===== config.mk =====
export PLATFORM = sky130hd
export DESIGN_NAME = serial_audio_fmt
export DESIGN_NICKNAME = d
export VERILOG_FILES = /design/src/rtl/saf_pkg.sv /design/src/rtl/saf_frame_timer.sv /design/src/rtl/saf_capture.sv /design/src/rtl/saf_slot_gen.sv /design/src/rtl/saf_serializer.sv /design/src/rtl/serial_audio_fmt.sv
export SDC_FILE = /design/constraint.sdc
export NUM_CORES = 1
export LEC_CHECK = 0
export BUFFER_PORTS_ARGS = -buffer_cell sky130_fd_sc_hd__buf_4
export CAP_MARGIN = 20
export CORE_MARGIN = 2
export CORE_UTILIZATION = 23
export CTS_CLUSTER_DIAMETER = 40
export DETAILED_ROUTE_END_ITERATION = 7
export PLACE_DENSITY = 0.5
export SLEW_MARGIN = 5
export SYNTH_ARGS = -nofsm -noshare
export SYNTH_HDL_FRONTEND = slang
export SYNTH_HIERARCHICAL = 1
export SYNTH_SLANG_ARGS = --single-unit

===== constraint.sdc =====
create_clock -name clk -period 10.1 [get_ports clk]
set_clock_uncertainty 0.05 [all_clocks]
set_input_delay 0.505 -clock clk [delete_from_list [all_inputs] [get_ports clk]]
set_output_delay 0.505 -clock clk [all_outputs]
set_load 0.005 [all_outputs]

===== src/rtl/saf_pkg.sv =====
package saf_pkg;

  // Frame layout codes; the numeric values are the external format select.
  typedef enum logic [1:0] {
    FMT_R16  = 2'b00,  // 48 slots, 16-bit word right-aligned
    FMT_R18  = 2'b01,  // 48 slots, 18-bit word right-aligned, 2 zero LSBs
    FMT_R20  = 2'b10,  // 48 slots, 20-bit word right-aligned, 4 zero LSBs
    FMT_L16D = 2'b11   // 64 slots, 16-bit word left-aligned, one slot late
  } fmt_e;

  localparam int FRAME_CYC = 512;               // master cycles per frame
  localparam int CNT_W     = $clog2(FRAME_CYC); // frame counter width
  localparam int SLOT_W    = 6;                 // slot index width (max 64)
  localparam int NB_W      = SLOT_W + 1;        // width holding a slot count

  function automatic int slots_per_frame(input fmt_e f);
    return (f == FMT_L16D) ? 64 : 48;
  endfunction

  function automatic int half_of(input fmt_e f);
    return slots_per_frame(f) / 2;
  endfunction

  // Zero bits appended below the sample to widen it to the word size.
  function automatic int pad_of(input fmt_e f);
    case (f)
      FMT_R18: return 2;
      FMT_R20: return 4;
      default: return 0;
    endcase
  endfunction

endpackage


===== src/rtl/saf_frame_timer.sv =====
module saf_frame_timer
  import saf_pkg::*;
(
  input  logic             clk,
  input  logic             rst_n,
  output logic [CNT_W-1:0] cnt_o,
  output logic             frame_end_o
);

  logic [CNT_W-1:0] cnt_q;

  assign frame_end_o = (cnt_q == CNT_W'(FRAME_CYC - 1));
  assign cnt_o       = cnt_q;

  always_ff @(posedge clk) begin
    if (!rst_n)           cnt_q <= '0;
    else if (frame_end_o) cnt_q <= '0;
    else                  cnt_q <= cnt_q + 1'b1;
  end

  AST_FRAME_WRAP: assert property (@(posedge clk) disable iff (!rst_n)
    frame_end_o |=> (cnt_q == '0));

  AST_COUNT_STEP: assert property (@(posedge clk) disable iff (!rst_n)
    !frame_end_o |=> (cnt_q == $past(cnt_q) + 1'b1));

endmodule


===== src/rtl/saf_capture.sv =====
module saf_capture
  import saf_pkg::*;
#(
  parameter int SW = 16
) (
  input  logic          clk,
  input  logic          rst_n,
  input  logic          frame_end_i,
  input  logic [1:0]    fmt_i,
  input  logic          valid_i,
  input  logic [SW-1:0] left_i,
  input  logic [SW-1:0] right_i,
  output fmt_e          fmt_o,
  output logic [SW-1:0] act_l_o,
  output logic [SW-1:0] act_r_o
);

  logic [SW-1:0] pend_l_q, pend_r_q;
  logic [SW-1:0] act_l_q,  act_r_q;
  fmt_e          fmt_q;

  // Holding registers: the last strobe wins until the frame start.
  always_ff @(posedge clk) begin
    if (!rst_n) begin
      pend_l_q <= '0;
      pend_r_q <= '0;
    end else if (valid_i) begin
      pend_l_q <= left_i;
      pend_r_q <= right_i;
    end
  end

  // Frame-start loading of the pair and the layout.
  always_ff @(posedge clk) begin
    if (!rst_n) begin
      act_l_q <= '0;
      act_r_q <= '0;
      fmt_q   <= FMT_R16;
    end else if (frame_end_i) begin
      act_l_q <= pend_l_q;
      act_r_q <= pend_r_q;
      fmt_q   <= fmt_e'(fmt_i);
    end
  end

  assign fmt_o   = fmt_q;
  assign act_l_o = act_l_q;
  assign act_r_o = act_r_q;

  AST_FMT_HOLD: assert property (@(posedge clk) disable iff (!rst_n)
    !frame_end_i |=> $stable(fmt_q));

  AST_FMT_LOAD: assert property (@(posedge clk) disable iff (!rst_n)
    frame_end_i |=> (fmt_q == fmt_e'($past(fmt_i))));

  AST_PAIR_HOLD: assert property (@(posedge clk) disable iff (!rst_n)
    !frame_end_i |=> ($stable(act_l_q) && $stable(act_r_q)));

  AST_PAIR_LOAD: assert property (@(posedge clk) disable iff (!rst_n)
    frame_end_i |=> (act_l_q == $past(pend_l_q) && act_r_q == $past(pend_r_q)));

endmodule


===== src/rtl/saf_slot_gen.sv =====
module saf_slot_gen
  import saf_pkg::*;
(
  input  logic             clk,
  input  logic             rst_n,
  input  logic [CNT_W-1:0] cnt_i,
  input  fmt_e             fmt_i,
  output logic [SLOT_W-1:0] pos_o,
  output logic             right_o,
  output logic             bclk_lvl_o
);

  localparam int PW = CNT_W + NB_W;

  logic [NB_W-1:0]   nslots;
  logic [NB_W-1:0]   nhalf;
  logic [PW-1:0]     prod;
  logic [SLOT_W-1:0] slot;

  // slot = floor(cnt * slots / FRAME_CYC); the bit below the slot field is
  // the phase: low in the first half of a slot, high in the second.
  assign nslots     = NB_W'(slots_per_frame(fmt_i));
  assign nhalf      = NB_W'(half_of(fmt_i));
  assign prod       = PW'(cnt_i) * PW'(nslots);
  assign slot       = prod[CNT_W +: SLOT_W];
  assign bclk_lvl_o = prod[CNT_W-1];
  assign right_o    = (NB_W'(slot) >= nhalf);
  assign pos_o      = right_o ? SLOT_W'(NB_W'(slot) - nhalf) : slot;

  AST_POS_IN_HALF: assert property (@(posedge clk) disable iff (!rst_n)
    (NB_W'(pos_o) < nhalf));

endmodule


===== src/rtl/saf_serializer.sv =====
module saf_serializer
  import saf_pkg::*;
#(
  parameter int SW = 16
) (
  input  logic              clk,
  input  logic              rst_n,
  input  fmt_e              fmt_i,
  input  logic [SLOT_W-1:0] pos_i,
  input  logic              right_i,
  input  logic              bclk_lvl_i,
  input  logic [SW-1:0]     act_l_i,
  input  logic [SW-1:0]     act_r_i,
  output logic              bclk_o,
  output logic              wclk_o,
  output logic              sdata_o
);

  // Bit carried by slot p of a half-frame for sample s in layout f.
  function automatic logic pick_bit(input logic [SW-1:0] s, input fmt_e f, input int p);
    int hs, pad, w, lead, idx;
    hs  = half_of(f);
    pad = pad_of(f);
    if (f == FMT_L16D) begin
      if (p >= 1 && p <= SW) return s[SW-p];
      return 1'b0;
    end
    w    = SW + pad;
    lead = hs - w;
    if (p < lead) return s[SW-1];
    idx = w - 1 - (p - lead);
    if (idx < pad) return 1'b0;
    return s[idx-pad];
  endfunction

  logic [SW-1:0] smp;
  logic          bit_nxt;
  logic [1:0]    live_q;

  assign smp     = right_i ? act_r_i : act_l_i;
  assign bit_nxt = pick_bit(smp, fmt_i, int'(pos_i));

  always_ff @(posedge clk) begin
    if (!rst_n) begin
      bclk_o  <= 1'b0;
      wclk_o  <= 1'b0;
      sdata_o <= 1'b0;
      live_q  <= 2'b00;
    end else begin
      bclk_o  <= bclk_lvl_i;
      wclk_o  <= ~right_i;
      sdata_o <= bit_nxt;
      live_q  <= {live_q[0], 1'b1};
    end
  end

  AST_RESET_LOW: assert property (@(posedge clk)
    !rst_n |=> (!bclk_o && !wclk_o && !sdata_o));

  AST_DATA_ON_FALL: assert property (@(posedge clk) disable iff (!rst_n || !live_q[1])
    !$stable(sdata_o) |-> $fell(bclk_o));

  AST_WCLK_ON_FALL: assert property (@(posedge clk) disable iff (!rst_n || !live_q[1])
    !$stable(wclk_o) |-> $fell(bclk_o));

  AST_PAD18_ZERO: assert property (@(posedge clk) disable iff (!rst_n)
    (fmt_i == FMT_R18 && int'(pos_i) >= half_of(FMT_R18) - pad_of(FMT_R18)) |-> !bit_nxt);

  AST_PAD20_ZERO: assert property (@(posedge clk) disable iff (!rst_n)
    (fmt_i == FMT_R20 && int'(pos_i) >= half_of(FMT_R20) - pad_of(FMT_R20)) |-> !bit_nxt);

  AST_LATE_START: assert property (@(posedge clk) disable iff (!rst_n)
    (fmt_i == FMT_L16D && pos_i == '0) |-> !bit_nxt);

endmodule


===== src/rtl/serial_audio_fmt.sv =====
module serial_audio_fmt
  import saf_pkg::*;
#(
  parameter int SW = 16
) (
  input  logic          clk,
  input  logic          rst_n,
  input  logic [1:0]    fmt_i,
  input  logic          valid_i,
  input  logic [SW-1:0] left_i,
  input  logic [SW-1:0] right_i,
  output logic          bclk_o,
  output logic          wclk_o,
  output logic          sdata_o
);

  logic [CNT_W-1:0]  cnt;
  logic              frame_end;
  fmt_e              fmt_act;
  logic [SW-1:0]     act_l, act_r;
  logic [SLOT_W-1:0] pos;
  logic              right_half;
  logic              bclk_lvl;

  saf_frame_timer u_timer (
    .clk         (clk),
    .rst_n       (rst_n),
    .cnt_o       (cnt),
    .frame_end_o (frame_end)
  );

  saf_capture #(.SW(SW)) u_capture (
    .clk         (clk),
    .rst_n       (rst_n),
    .frame_end_i (frame_end),
    .fmt_i       (fmt_i),
    .valid_i     (valid_i),
    .left_i      (left_i),
    .right_i     (right_i),
    .fmt_o       (fmt_act),
    .act_l_o     (act_l),
    .act_r_o     (act_r)
  );

  saf_slot_gen u_slots (
    .clk        (clk),
    .rst_n      (rst_n),
    .cnt_i      (cnt),
    .fmt_i      (fmt_act),
    .pos_o      (pos),
    .right_o    (right_half),
    .bclk_lvl_o (bclk_lvl)
  );

  saf_serializer #(.SW(SW)) u_ser (
    .clk        (clk),
    .rst_n      (rst_n),
    .fmt_i      (fmt_act),
    .pos_i      (pos),
    .right_i    (right_half),
    .bclk_lvl_i (bclk_lvl),
    .act_l_i    (act_l),
    .act_r_i    (act_r),
    .bclk_o     (bclk_o),
    .wclk_o     (wclk_o),
    .sdata_o    (sdata_o)
  );

endmodule


Word-level counts from Yosys, hierarchy flattened --
Index checks and enable logic that the tools add are counted.
Cells by class: $add $sub $neg 10, $mul 1, $lt $le $gt $ge 7, eq/ne operators 4, mux-type cells 26, bitwise gates (word level) 3, reductions and logical operators 2
Operators with widths (number):
- $lt 32x6->1 const B | 2
- $lt 32x4->1 | 1
- $lt 7x32->1 | 1
- $sub 32x2->32 const B | 1
- $sub 32x32->32 | 1
- $sub 32x4->32 | 1
- $sub 7x32->32 | 1
- $mux 1 | 20
- $mux 16 | 1
- $mul 9x7->15 | 1
- $add 9x1->9 const B | 1
- $eq 9x9->1 const B | 1
- $bmux 1 s4 | 2
- $sub 7x6->8 | 1
- $add 6x1->7 | 1
- $ge 6x7->1 | 1
- $mux 7 | 1
- $sub 5x6->7 const A | 1
- $add 5x3->6 const A | 1
- $ge 6x1->1 const B | 1
- $le 6x5->1 const B | 1
- $mux 6 | 1
- $pmux 3 s2 | 1
- $sub 6x6->6 | 1
- 6 further kinds | 8
Word-level totals: register bits after elaboration 78, output and inout port bits 3

Logic depth before layout (Yosys ltp) --
Gate-level depths: netlist of the first run.
depth after elaboration 18, mapped depth 34, mapped depth without buffers 32

Cells and area by module --
The synthesis of the first run kept the hierarchy.
Modules (own cells, without submodules):
- saf_capture | instances 1, cells an instance 213, area each 2555.0 µm²
- saf_serializer | instances 1, cells an instance 129, area each 1326.3 µm²
- saf_slot_gen | instances 1, cells an instance 90, area each 839.6 µm²
- saf_frame_timer | instances 1, cells an instance 39, area each 362.8 µm²

Least setup slack after synthesis of the first run --
No wires, ideal clock.
path type reg-to-reg, start register u_capture.fmt_q[0] (netlist: u_capture/fmt_o[0]), end register u_ser.sdata_o, setup time 0.133 ns, arrival 7.466 ns, data required time 9.917 ns, path slack 2.451 ns, stages on the path, launching flop included 33, buffers on the path 3, clock period less this slack 7.649 ns, cells stage by stage dfxtp_1 -> and2_1 -> buf_2 -> inv_1 -> clkbuf_1 -> and2_1 -> a21o_1 -> ha_1 -> clkbuf_1 -> ha_1 -> ha_1 -> ha_1 -> ha_1 -> fa_1 -> a21o_1 -> a21oi_2 -> xnor3_1 -> ha_1 -> a21o_1 -> fa_1 -> a21oi_4 -> mux2i_1 -> inv_1 -> ha_1 -> fa_1 -> a21o_1 -> a21oi_1 -> nand2_1 -> ha_1 -> nor4bb_1 -> nand4_1 -> o311ai_0 -> o211ai_1
Between the ends: longest elaborated chain between the ends 17, elaborated cells on any way between the ends 45
Ends and longest elaborated chain:
- start, declared | RTL line saf_capture.sv:20 | fmt_e fmt_q;
- start signal, assigned | RTL line saf_capture.sv:42 | fmt_q <= fmt_e'(fmt_i);
- $eq 2x2->1 (*) | RTL line saf_pkg.sv:17 | return (f == FMT_L16D) ? 64 : 48;
- $mux 7 (*) | RTL line saf_pkg.sv:17
- $mul 9x7->15 or $add 6x1->7 (tied branches)
- $sub 6x6->6 or $ge 6x7->1 (tied branches) | RTL line saf_slot_gen.sv:28, saf_slot_gen.sv:27
- $mux 6 (*) | RTL line saf_slot_gen.sv:28 | assign pos_o = right_o ? SLOT_W'(NB_W'(slot) - nhalf) : slot;
- named net pos[3] | RTL line serial_audio_fmt.sv:21 | logic [SLOT_W-1:0] pos;
- parallel branches: the longest is 11 deep, another holds $sub 7x32->32
- $mux 1 (*) | RTL line saf_serializer.sv:28 | w = SW + pad;
- end signal, assigned | RTL line saf_serializer.sv:52 | sdata_o <= bit_nxt;
- end, declared | RTL line saf_serializer.sv:16 | output logic sdata_o
Mark *: on every way through the listed nets, which the timed path passes. The select of a mux whose other input is x is not followed. A chain may end at the register's enable or synchronous reset.

Worst setup path after layout of the first run --
Ends and elaborated chain as after synthesis.

==> results.json, run 1 <==
{
  "outcome": "completed",
  "postSynthAreaPerCell_sq_um": 10.8,
  "power.leakage_nw": 2.55,
  "fp.dieW_um": 153,
  "drtPass1Iterations": 5,
  "io_pins": 40,
  "io_buffers": 39,
  "peakVddDrop_mv": 0.0804,
  "ys_warn_count": 6,
  "ant_nets": 0,
  "tns_ns": 0,
  "min_path_type": "primary input to flip-flop",
  "synth.largest_area_cell": "dfxtp_1",
  "dieArea_sq_mm": 0.0233,
  "worst_slack_ns": 1.70,
  "r2r_slack_ns": 1.70,
  "endpoint": "u_ser/sdata_o$_SDFF_PN0_",
  "clk_latency_ns": 0.34,
  "cts_max_level": 3,
  "final_cell_count_no_fill": 780,
  "groute.usage.overall_pct": 9.34,
  "ctsRootBufferMaster": "clkbuf_16",
  "initial_utilization_pct": 23.4,
  "total_power_w": 0.000695,
  "reg2reg_to": "u_ser/sdata_o$_SDFF_PN0_",
  "relSlewSlack_pct": 49.2,
  "drv_cap": 0,
  "synth_edf_count": 0,
  "rr_worst_depth": 29,
  "startpoint_type": "flip-flop",
  "rsz0062_at_grt": "no",
  "crit_path_max_incr_delay_ns": 0.47,
  "clk_path_buf_depth": 2,
  "synth_area_leaders": "dfxtp_1 31%, mux2i_1 14%, ha_1 14%",
  "syn-num-nets": 570,
  "vias_per_cell": 4.26,
  "synth_sequential_area_ratio_pct": 30.7,
  "ys_seq_elements": 78,
  "cts_tree": "done",
  "cts_buffers": 9,
  "setup_viol": 0,
  "area_delta_synth_final_pct": 14.8,
  "p_per_area_mw_per_mm2": 119,
  "core-area_sq_mm": 0.0218,
  "fmax_mhz": 119,
  "synth_ff_type": "dfxtp_1",
  "synth_cell_types": 49,
  "place_ws_ns": 1.74,
  "yosysMostFrequentCell": "dfxtp_1",
  "hold_viol_final": 0,
  "cts_sinks": 78,
  "grt-ovfl-total": 0,
  "drive_gt1_share_pct": 14.8,
  "worst_pin_slew_ns": 0.761,
  "ctsResizeCount": 0,
  "cp_common_cell": "ha_1",
  "endpoint_kind": "flip-flop",
  "dp_hpwl_um": 7880,
  "insertedDiodeCount": 0,
  "fin_area_sq_mm": 0.00584,
  "clk_pin_slew_ns": 0.06,
  "crit_slowest_cell": "mux2i_1",
  "drt_wl_total_um": 10600,
  "gp_congestion": 0.808,
  "wl_per_cell_um": 13.6,
  "timing.critical_path.from": "u_capture/fmt_o[0]$_SDFFE_PN0P_",
  "async_reset_ff_share_pct": 0,
  "reg2reg_from": "u_capture/fmt_o[0]$_SDFFE_PN0P_",
  "placed_cell_area_sq_mm": 0.00551,
  "arrival_ns": 8.57,
  "crit_fanout": 14,
  "synth_common_cells": "78 x dfxtp_1, 73 x mux2i_1, 69 x nor2b_1",
  "grt_pass1_wl_um": 17500,
  "synth_cells": 471,
  "drt-initial-drc-count": 121,
  "route.detailed.drc": 0,
  "synth_top_cell_area_share_pct": 30.7,
  "grt_pass1_vias": 3365,
  "fp-row-count": 54,
  "crit_type": "flip-flop to flip-flop",
  "fin_crit_ns": 8.40,
  "cp.required_ns": 10.27,
  "grt_start_max_net_pins": 73,
  "placed_cells": 763,
  "post_synth_instance_area_sq_mm": 0.00508,
  "vias": 3324,
  "nets": 594,
  "cts_hold_buf": 0,
  "slew_viol_final": 0,
  "antenna_found_initial": 0,
  "cts_setup_buffers": 0,
  "finalCritPeriodShare_pct": 83.1,
  "fp.dieH_um": 153
}
## cell usage in the layout, fill, tap and decap left out, drive strengths merged, types with 10 or more instances in the layout
| cell | synthesis | final |
|---|---|---|
| a21oi | 11 | 11 |
| and2 | 10 | 10 |
| buf | 17 | 40 |
| dfxtp | 78 | 78 |
| ha | 58 | 58 |
| inv | 21 | 24 |
| mux2i | 73 | 73 |
| mux4 | 15 | 15 |
| nor2 | 13 | 13 |
| nor2b | 69 | 69 |
| xnor2 | 13 | 13 |
## final cells by class
type,instances,area [sq um]
fillers,2307,15900
multi-input cells,345,3230
flip-flops and latches,78,1560
well taps,280,350
repair buffers,40,313
clock buffers,9,225
clock inverters,7,80.1
inverters,21,78.8
## stage by stage
stage	hold WS (ns)	utilization (%)
floorplan	0.399	-
global placement	0.439	25.3
detailed placement	0.439	25.3
CTS	0.356	26.7
global route	0.373	26.8
finish	0.371	26.8
## metal layers
layer / routed length (um) / up-vias / track usage (%)
met5: 0 / - / 0
met4: 165 / 0 / 3.66
met3: 261 / 9 / 2.05
met2: 5060 / 38 / 15.4
met1: 5100 / 1566 / 11.9
li1: - / 1711 / -
## state kept, by name, indices dropped and copies added, names as in the netlist
name	count
u_capture/act_l_o	16
u_capture/act_r_o	16
u_capture/pend_l_q	16
u_capture/pend_r_q	16
u_timer/cnt_o	9
u_capture/fmt_o	2
u_ser/bclk_o	1
u_ser/sdata_o	1
u_ser/wclk_o	1
## how the worst min path moves through the flow
| stage | cells after the start | slack [ns] | from | end |
|---|---|---|---|---|
| detailed placement | 1 | 0.44 | u_timer/cnt_o[0]$_SDFF_PP0_ | u_timer/cnt_o[0]$_SDFF_PP0_ |
| CTS | 3 | 0.36 | left_i[1] | u_capture/pend_l_q[1]$_SDFFE_PN0P_ |
| floorplan | 1 | 0.40 | u_timer/cnt_o[0]$_SDFF_PP0_ | u_timer/cnt_o[0]$_SDFF_PP0_ |
| global placement | 1 | 0.44 | u_timer/cnt_o[0]$_SDFF_PP0_ | u_timer/cnt_o[0]$_SDFF_PP0_ |
| finish | 3 | 0.37 | left_i[1] | u_capture/pend_l_q[1]$_SDFFE_PN0P_ |
| global route | 3 | 0.37 | right_i[9] | u_capture/pend_r_q[9]$_SDFFE_PN0P_ |
## where the power goes
group | leakage [nW] | internal, W | switching, W
sequential | 0.636 | 0.000316 | 0.00000628
clock | 0.148 | 0.000195 | 0.000140
combinational | 1.77 | 0.0000229 | 0.0000154
## worst max-delay path: cells and delay by family (launching register included)
kind / cells / cell delay, ns
DFF: 1 / 0.45
adders and majority gates: 11 / 3.45
xor gates and xnor gates: 1 / 0.30
AOI/OAI and AO/OA: 9 / 1.81
buffers and inverters: 2 / 0.43
muxes: 1 / 0.47
and+or+nand+nor: 5 / 1.28
## kinds of logic after synthesis
kind of cell,count (synthesis),share of synthesized area (%)
AO/OA/AOI/OAI,40,5.49
XOR/XNOR,19,3.54
multiplexers,96,23.4
AND/OR/NAND/NOR,128,15.2
adder cells (fa/ha/maj),62,15.9
buffers and inverters,48,5.81
flip-flops,78,30.7
No activity file was read; power rests on OpenSTA's default activity.
==> run 2: changes to the inputs <==
- PLACE_DENSITY: 0.5 -> 0.51
- clock period: 10.1 -> 6.95 ns (I/O delays scaled with it)
==> run 2 against run 1 <==
Setup slack worse by 1.5 ns. Sequential cell count unchanged. Non-clock buffer count is 20 higher. Clock power grew 47%. Global-route usage grew 0.20 points. Fmax up 25%. Worst hold slack worse by 0.16 ns. Critical path depth is the same. Sequential share of layout area decreased by 1.1 points. Wire length grew 2.2%. Final cell count rose by 2.4%.
==> results.json, run 2 (same netlist as run 1, synthesis figures left out) <==
{
  "outcome": "completed",
  "drv_cap": 0,
  "fin_crit_ns": 6.73,
  "dp_hpwl_um": 7990,
  "min_path_type": "primary input to flip-flop",
  "groute.usage.overall_pct": 9.54,
  "crit_type": "flip-flop to flip-flop",
  "nets": 614,
  "multi_input_area_sq_mm": 0.00335,
  "crit_path_max_incr_delay_ns": 0.41,
  "worst_pin_slew_ns": 0.582,
  "clk_pin_slew_ns": 0.06,
  "insertedDiodeCount": 0,
  "arrival_ns": 6.90,
  "crit_slowest_cell": "fa_2",
  "fin_area_sq_mm": 0.00612,
  "ant_nets": 0,
  "vias": 3409,
  "endpoint": "u_ser/sdata_o$_SDFF_PN0_",
  "crit_fanout": 8,
  "placed_cell_area_sq_mm": 0.00562,
  "mostFrequentLayoutCells": "76 x dfxtp_1, 72 x mux2i_1, 69 x nor2b_1",
  "core-area_sq_mm": 0.0218,
  "reg2reg_to": "u_ser/sdata_o$_SDFF_PN0_",
  "relSlewSlack_pct": 61.2,
  "fillers": 2275,
  "endpoint_kind": "flip-flop",
  "timing.critical_path.from": "u_capture/fmt_o[1]$_SDFFE_PN0P_",
  "fp-row-count": 54,
  "grt-ovfl-total": 0,
  "cts_buffers": 9,
  "vias_per_cell": 4.27,
  "drive_gt1_share_pct": 22.4,
  "cp.required_ns": 7.12,
  "p_per_area_mw_per_mm2": 166,
  "route.detailed.drc": 0,
  "grt_start_max_net_pins": 73,
  "fp.dieH_um": 153,
  "area_delta_synth_final_pct": 20.4,
  "wl_per_cell_um": 13.5,
  "drtPass1Iterations": 4,
  "ctsRootBufferMaster": "clkbuf_16",
  "io_pins": 40,
  "peakVddDrop_mv": 0.102,
  "hold_viol_final": 0,
  "finalCritPeriodShare_pct": 96.8,
  "cts_max_level": 3,
  "initial_utilization_pct": 23.4,
  "gp_congestion": 0.765,
  "dieArea_sq_mm": 0.0233,
  "antenna_found_initial": 0,
  "reg2reg_from": "u_capture/fmt_o[1]$_SDFFE_PN0P_",
  "final_common_cell": "dfxtp_1",
  "clk_latency_ns": 0.34,
  "slew_viol_final": 0,
  "power.leakage_nw": 2.64,
  "drt_wl_total_um": 10800,
  "fp.dieW_um": 153,
  "rr_worst_depth": 29,
  "cts_sinks": 78,
  "grt_pass1_vias": 3404,
  "rsz0062_at_grt": "yes",
  "clk_path_buf_depth": 2,
  "total_power_w": 0.00101,
  "r2r_slack_ns": 0.22,
  "startpoint_type": "flip-flop",
  "io_buffers": 39,
  "fmax_mhz": 149,
  "seq_area_sq_mm": 0.00157,
  "grt_pass1_wl_um": 17900,
  "cts_tree": "done",
  "setup_viol": 0,
  "drt-initial-drc-count": 141
}
## run 2: report_power, final
group / leakage (nW) / internal [W] / switching (W) / total, W
sequential: 0.637 / 0.000460 / 0.00000911 / 0.000469
combinational: 1.86 / 0.0000333 / 0.0000224 / 0.0000557
clock: 0.144 / 0.000297 / 0.000193 / 0.000490
total: 2.64 / 0.000790 / 0.000224 / 0.00101
## run 2: worst min path at each step
| stage | start | to | slack, ns | depth (start not counted) |
|---|---|---|---|---|
| detailed placement | u_timer/cnt_o[0]$_SDFF_PP0_ | u_timer/cnt_o[0]$_SDFF_PP0_ | 0.44 | 1 |
| global route | left_i[2] | u_capture/pend_l_q[2]$_SDFFE_PN0P_ | 0.22 | 3 |
| finish | left_i[1] | u_capture/pend_l_q[1]$_SDFFE_PN0P_ | 0.21 | 3 |
| global placement | u_timer/cnt_o[0]$_SDFF_PP0_ | u_timer/cnt_o[0]$_SDFF_PP0_ | 0.44 | 1 |
| floorplan | u_timer/cnt_o[0]$_SDFF_PP0_ | u_timer/cnt_o[0]$_SDFF_PP0_ | 0.40 | 1 |
| CTS | left_i[1] | u_capture/pend_l_q[1]$_SDFFE_PN0P_ | 0.20 | 3 |
## run 2: cell type report
type                       instances  share of cell area (%)
inverter                          21                    1.33
timing repair buffer              60                    7.56
clock buffer                      11                    4.13
tap                              280                    5.72
clock inverter                     4                   0.879
sequential                        78                    25.6
multi-input combinational        345                    54.8
## run 2: what timing repair did
item	in CTS	in global routing
resized for setup	0	16
buffers inserted	1	11
endpoints found under the setup margin	1	1
hold buffers	0	0
pin swaps	0	17
## run 2: critical path, delay by kind of cell, from the launching register on
family / cells / cell delay [ns]
fa+ha+maj: 11 / 3.04
compound gates: 9 / 1.63
simple gates: 5 / 0.85
flops: 1 / 0.36
mux: 1 / 0.29
xor+xnor: 1 / 0.26
buf+inv: 2 / 0.11
## run 2: through the flow
step | hold slack (ns) | cells | TNS (ns) | setup slack (ns) | utilization (%)
4_1_cts | 0.201 | 787 | 0 | 0.0161 | 27.3
2_1_floorplan | 0.399 | 471 | 0 | 0.00103 | -
5_1_grt | 0.217 | 799 | -0.132 | -0.132 | 28.1
6_report | 0.213 | 799 | 0 | 0.224 | 28.1
3_5_place_dp | 0.441 | 771 | -0.0227 | -0.0227 | 25.8
3_3_place_gp | 0.437 | 771 | 0 | 0.193 | 25.8
## run 2: metal layers
layer / GRT usage [%] / vias to the layer above / wire length (um)
met5: 0 / - / 0
met4: 3.00 / 0 / 148
met3: 2.39 / 9 / 280
met2: 16.1 / 40 / 5350
met1: 11.9 / 1616 / 5050
li1: - / 1744 / -
==> run 3: changes to the inputs <==
- PLACE_DENSITY: 0.51 -> 0.5
- SYNTH_HIERARCHICAL: 1 -> unset
- clock period: 6.95 -> 8.6 ns (I/O delays scaled with it)
==> run 3 against run 2 <==
Via count increased by 12%. Critical endpoint is now u_ser.sdata_o$_SDFF_PN0_. Fmax decreased by 16%. Setup slack improved by 0.37 ns. Highest routed layer unchanged. Wire length increased by 8.9%. Largest cell class unchanged.
==> results.json, run 3 <==
{
  "outcome": "completed",
  "multi_input_area_sq_mm": 0.00331,
  "place_ws_ns": 0.451,
  "final_common_cell": "nor2_1",
  "synth_common_cells": "86 x nor2_1, 81 x mux2i_1, 78 x dfxtp_1",
  "cts_tree": "done",
  "crit_type": "flip-flop to flip-flop",
  "area_delta_synth_final_pct": 17.7,
  "clk_latency_ns": 0.35,
  "cts_buffers": 9,
  "insertedDiodeCount": 0,
  "synth_top_family_by_area": "multiplexers",
  "worst-path-buf-inv": 3,
  "async_reset_ff_share_pct": 0,
  "grt-ovfl-total": 0,
  "utilization_pct": 27.4,
  "clk_pin_slew_ns": 0.07,
  "synthMuxAreaShare_pct": 22.8,
  "synth_edf_count": 0,
  "grt_start_max_net_pins": 69,
  "ctsRootBufferMaster": "clkbuf_16",
  "path_depth": 34,
  "relSlewSlack_pct": 51.9,
  "grt_pass1_vias": 3776,
  "drive_gt1_share_pct": 17.8,
  "core-area_sq_mm": 0.0217,
  "yosysMostFrequentCell": "nor2_1",
  "drt_wl_total_um": 11800,
  "synth_sequential_area_ratio_pct": 30.9,
  "vias": 3822,
  "vias_per_cell": 4.51,
  "synth_cells": 535,
  "synth_cell_types": 59,
  "synth_top_cell_area_share_pct": 30.9,
  "synth_area_leaders": "dfxtp_1 31%, mux2i_1 16%, ha_1 13%",
  "fp-row-count": 54,
  "endpoint_kind": "flip-flop",
  "crit_slowest_cell": "dfxtp_1",
  "ant_nets": 0,
  "dp_hpwl_um": 8710,
  "wl_per_cell_um": 13.9,
  "r2r_slack_ns": 0.60,
  "cts_hold_buf": 0,
  "startpoint_type": "flip-flop",
  "post_synth_instance_area_sq_mm": 0.00506,
  "clk_path_buf_depth": 2,
  "cts_max_level": 3,
  "antenna_found_initial": 0,
  "rr_worst_depth": 34,
  "slew_viol_final": 0,
  "fillers": 2321,
  "synth_xor_area_share_pct": 3.86,
  "postSynthAreaPerCell_sq_um": 9.45,
  "peakVddDrop_mv": 0.0782,
  "synth_ff_type": "dfxtp_1",
  "ys_warn_count": 0,
  "fmax_mhz": 125,
  "syn-num-nets": 629,
  "min_path_type": "primary input to flip-flop",
  "finalCritPeriodShare_pct": 93.1,
  "dieArea_sq_mm": 0.0232,
  "grt_pass1_wl_um": 19600,
  "nets": 656,
  "drtPass1Iterations": 4,
  "ys_seq_elements": 78,
  "yosys.area_share.simple_pct": 13.9,
  "io_pins": 40,
  "drv_cap": 0,
  "worst_slack_ns": 0.597,
  "synthAdderAreaFrac_pct": 14.7,
  "crit_fanout": 23,
  "worst_pin_slew_ns": 0.721,
  "hold_viol_final": 0,
  "fp.dieH_um": 152,
  "timing.critical_path.from": "u_capture.fmt_o[0]$_SDFFE_PN0P_",
  "p_per_area_mw_per_mm2": 135,
  "power.leakage_nw": 2.52,
  "synth-compound-area-share_pct": 9.85,
  "route.detailed.drc": 0,
  "crit_path_max_incr_delay_ns": 0.45,
  "reg2reg_from": "u_capture.fmt_o[0]$_SDFFE_PN0P_",
  "groute.usage.overall_pct": 10.5,
  "setup_viol": 0,
  "cts_sinks": 78,
  "seq_area_sq_mm": 0.00156,
  "io_buffers": 39,
  "cp_common_cell": "ha_1",
  "reg2reg_to": "u_ser.sdata_o$_SDFF_PN0_",
  "arrival_ns": 8.22,
  "critPathTopFamily": "adder cells",
  "synth.largest_area_cell": "dfxtp_1",
  "mostFrequentLayoutCells": "86 x nor2_1, 81 x mux2i_1, 78 x dfxtp_1",
  "gp_congestion": 0.801,
  "fp.dieW_um": 152,
  "initial_utilization_pct": 23.3,
  "endpoint": "u_ser.sdata_o$_SDFF_PN0_",
  "drt-initial-drc-count": 170,
  "fin_crit_ns": 8.00,
  "cp.required_ns": 8.82
}
[run 3: cell count changes in the layout (fill, tap and decap cells not counted), sizes merged, moves of 5 or more]
cell / before / now
buf: 60 / 45
mux4: 15 / 9
inv: 22 / 28
ha: 58 / 53
nor2b: 69 / 6
nand2: 5 / 26
o21ai: 5 / 16
a31o: 0 / 6
nor2: 13 / 86
a21o: 9 / 3
mux2i: 73 / 82
and2: 10 / 4
[run 3: worst min path at each step]
stage | endpoint | start | depth (start not counted) | slack (ns)
after global routing | u_capture.pend_l_q[12]$_SDFFE_PN0P_ | left_i[12] | 3 | 0.26
after CTS | u_capture.pend_r_q[3]$_SDFFE_PN0P_ | right_i[3] | 3 | 0.25
after global placement | u_timer.cnt_o[0]$_SDFF_PP0_ | u_timer.cnt_o[0]$_SDFF_PP0_ | 1 | 0.40
after floorplan | u_timer.cnt_o[0]$_SDFF_PP0_ | u_timer.cnt_o[0]$_SDFF_PP0_ | 1 | 0.38
final | u_capture.pend_r_q[3]$_SDFFE_PN0P_ | right_i[3] | 3 | 0.26
after detailed placement | u_timer.cnt_o[0]$_SDFF_PP0_ | u_timer.cnt_o[0]$_SDFF_PP0_ | 1 | 0.41
[run 3: tightest hold or removal path: cells and delay by family]
family	cells	cell delay, ns
buffers and inverters	1	0.08
multiplexers	1	0.05
AND/OR/NAND/NOR	1	0.07
[run 3: routing by layer]
layer	part of all wire (%)	track usage, %	vias to the layer above
met4	1.2	3.83	0
li1	-	-	1959
met1	48	13.8	1792
met3	3.7	2.56	8
met2	47	16.6	63
met5	0	0	-
[run 3: cell type report]
type                    count  share of cell area, %
clock inverters             7                   1.24
multi-input cells         404                   55.6
well taps                 280                   5.89
inverters                  24                   1.51
clock buffers               9                   3.79
flip-flops and latches     78                   26.2
repair buffers             45                   5.68
[run 3: logic make-up (layout without fill, tap and decap cells)]
group           count (synthesis)  in the layout
compound gates                 69             69
xor+xnor                       19             19
fa+ha+maj                      57             57
buf+inv                        53             85
flops                          78             78
mux                           102            102
simple gates                  157            157
[run 3: power breakdown]
group	total, W	leakage [nW]	internal [W]	switching, W
clock network	0.000382	0.148	0.000206	0.000176
logic	0.0000414	1.74	0.0000227	0.0000187
registers	0.000378	0.636	0.000371	0.00000679
total	0.000801	2.52	0.000600	0.000201
[run 3: repair_timing]
action,4_1_cts,5_1_grt
endpoints found under the setup margin,0,1
resized for setup,0,4
setup buffers,0,0
[run 3: metrics by stage]
| stage | instances | instance area, sq um | setup TNS, ns | power, W | hold WS (ns) |
|---|---|---|---|---|---|
| after floorplan | 535 | 5060 | 0 | 0.000410 | 0.377 |
| after global placement | 831 | 5630 | 0 | 0.000429 | 0.402 |
| after detailed placement | 831 | 5630 | 0 | 0.000429 | 0.411 |
| after CTS | 847 | 5930 | 0 | 0.000822 | 0.246 |
| after global routing | 847 | 5950 | -0.00697 | 0.000843 | 0.256 |
| final | 847 | 5950 | 0 | 0.000801 | 0.262 |
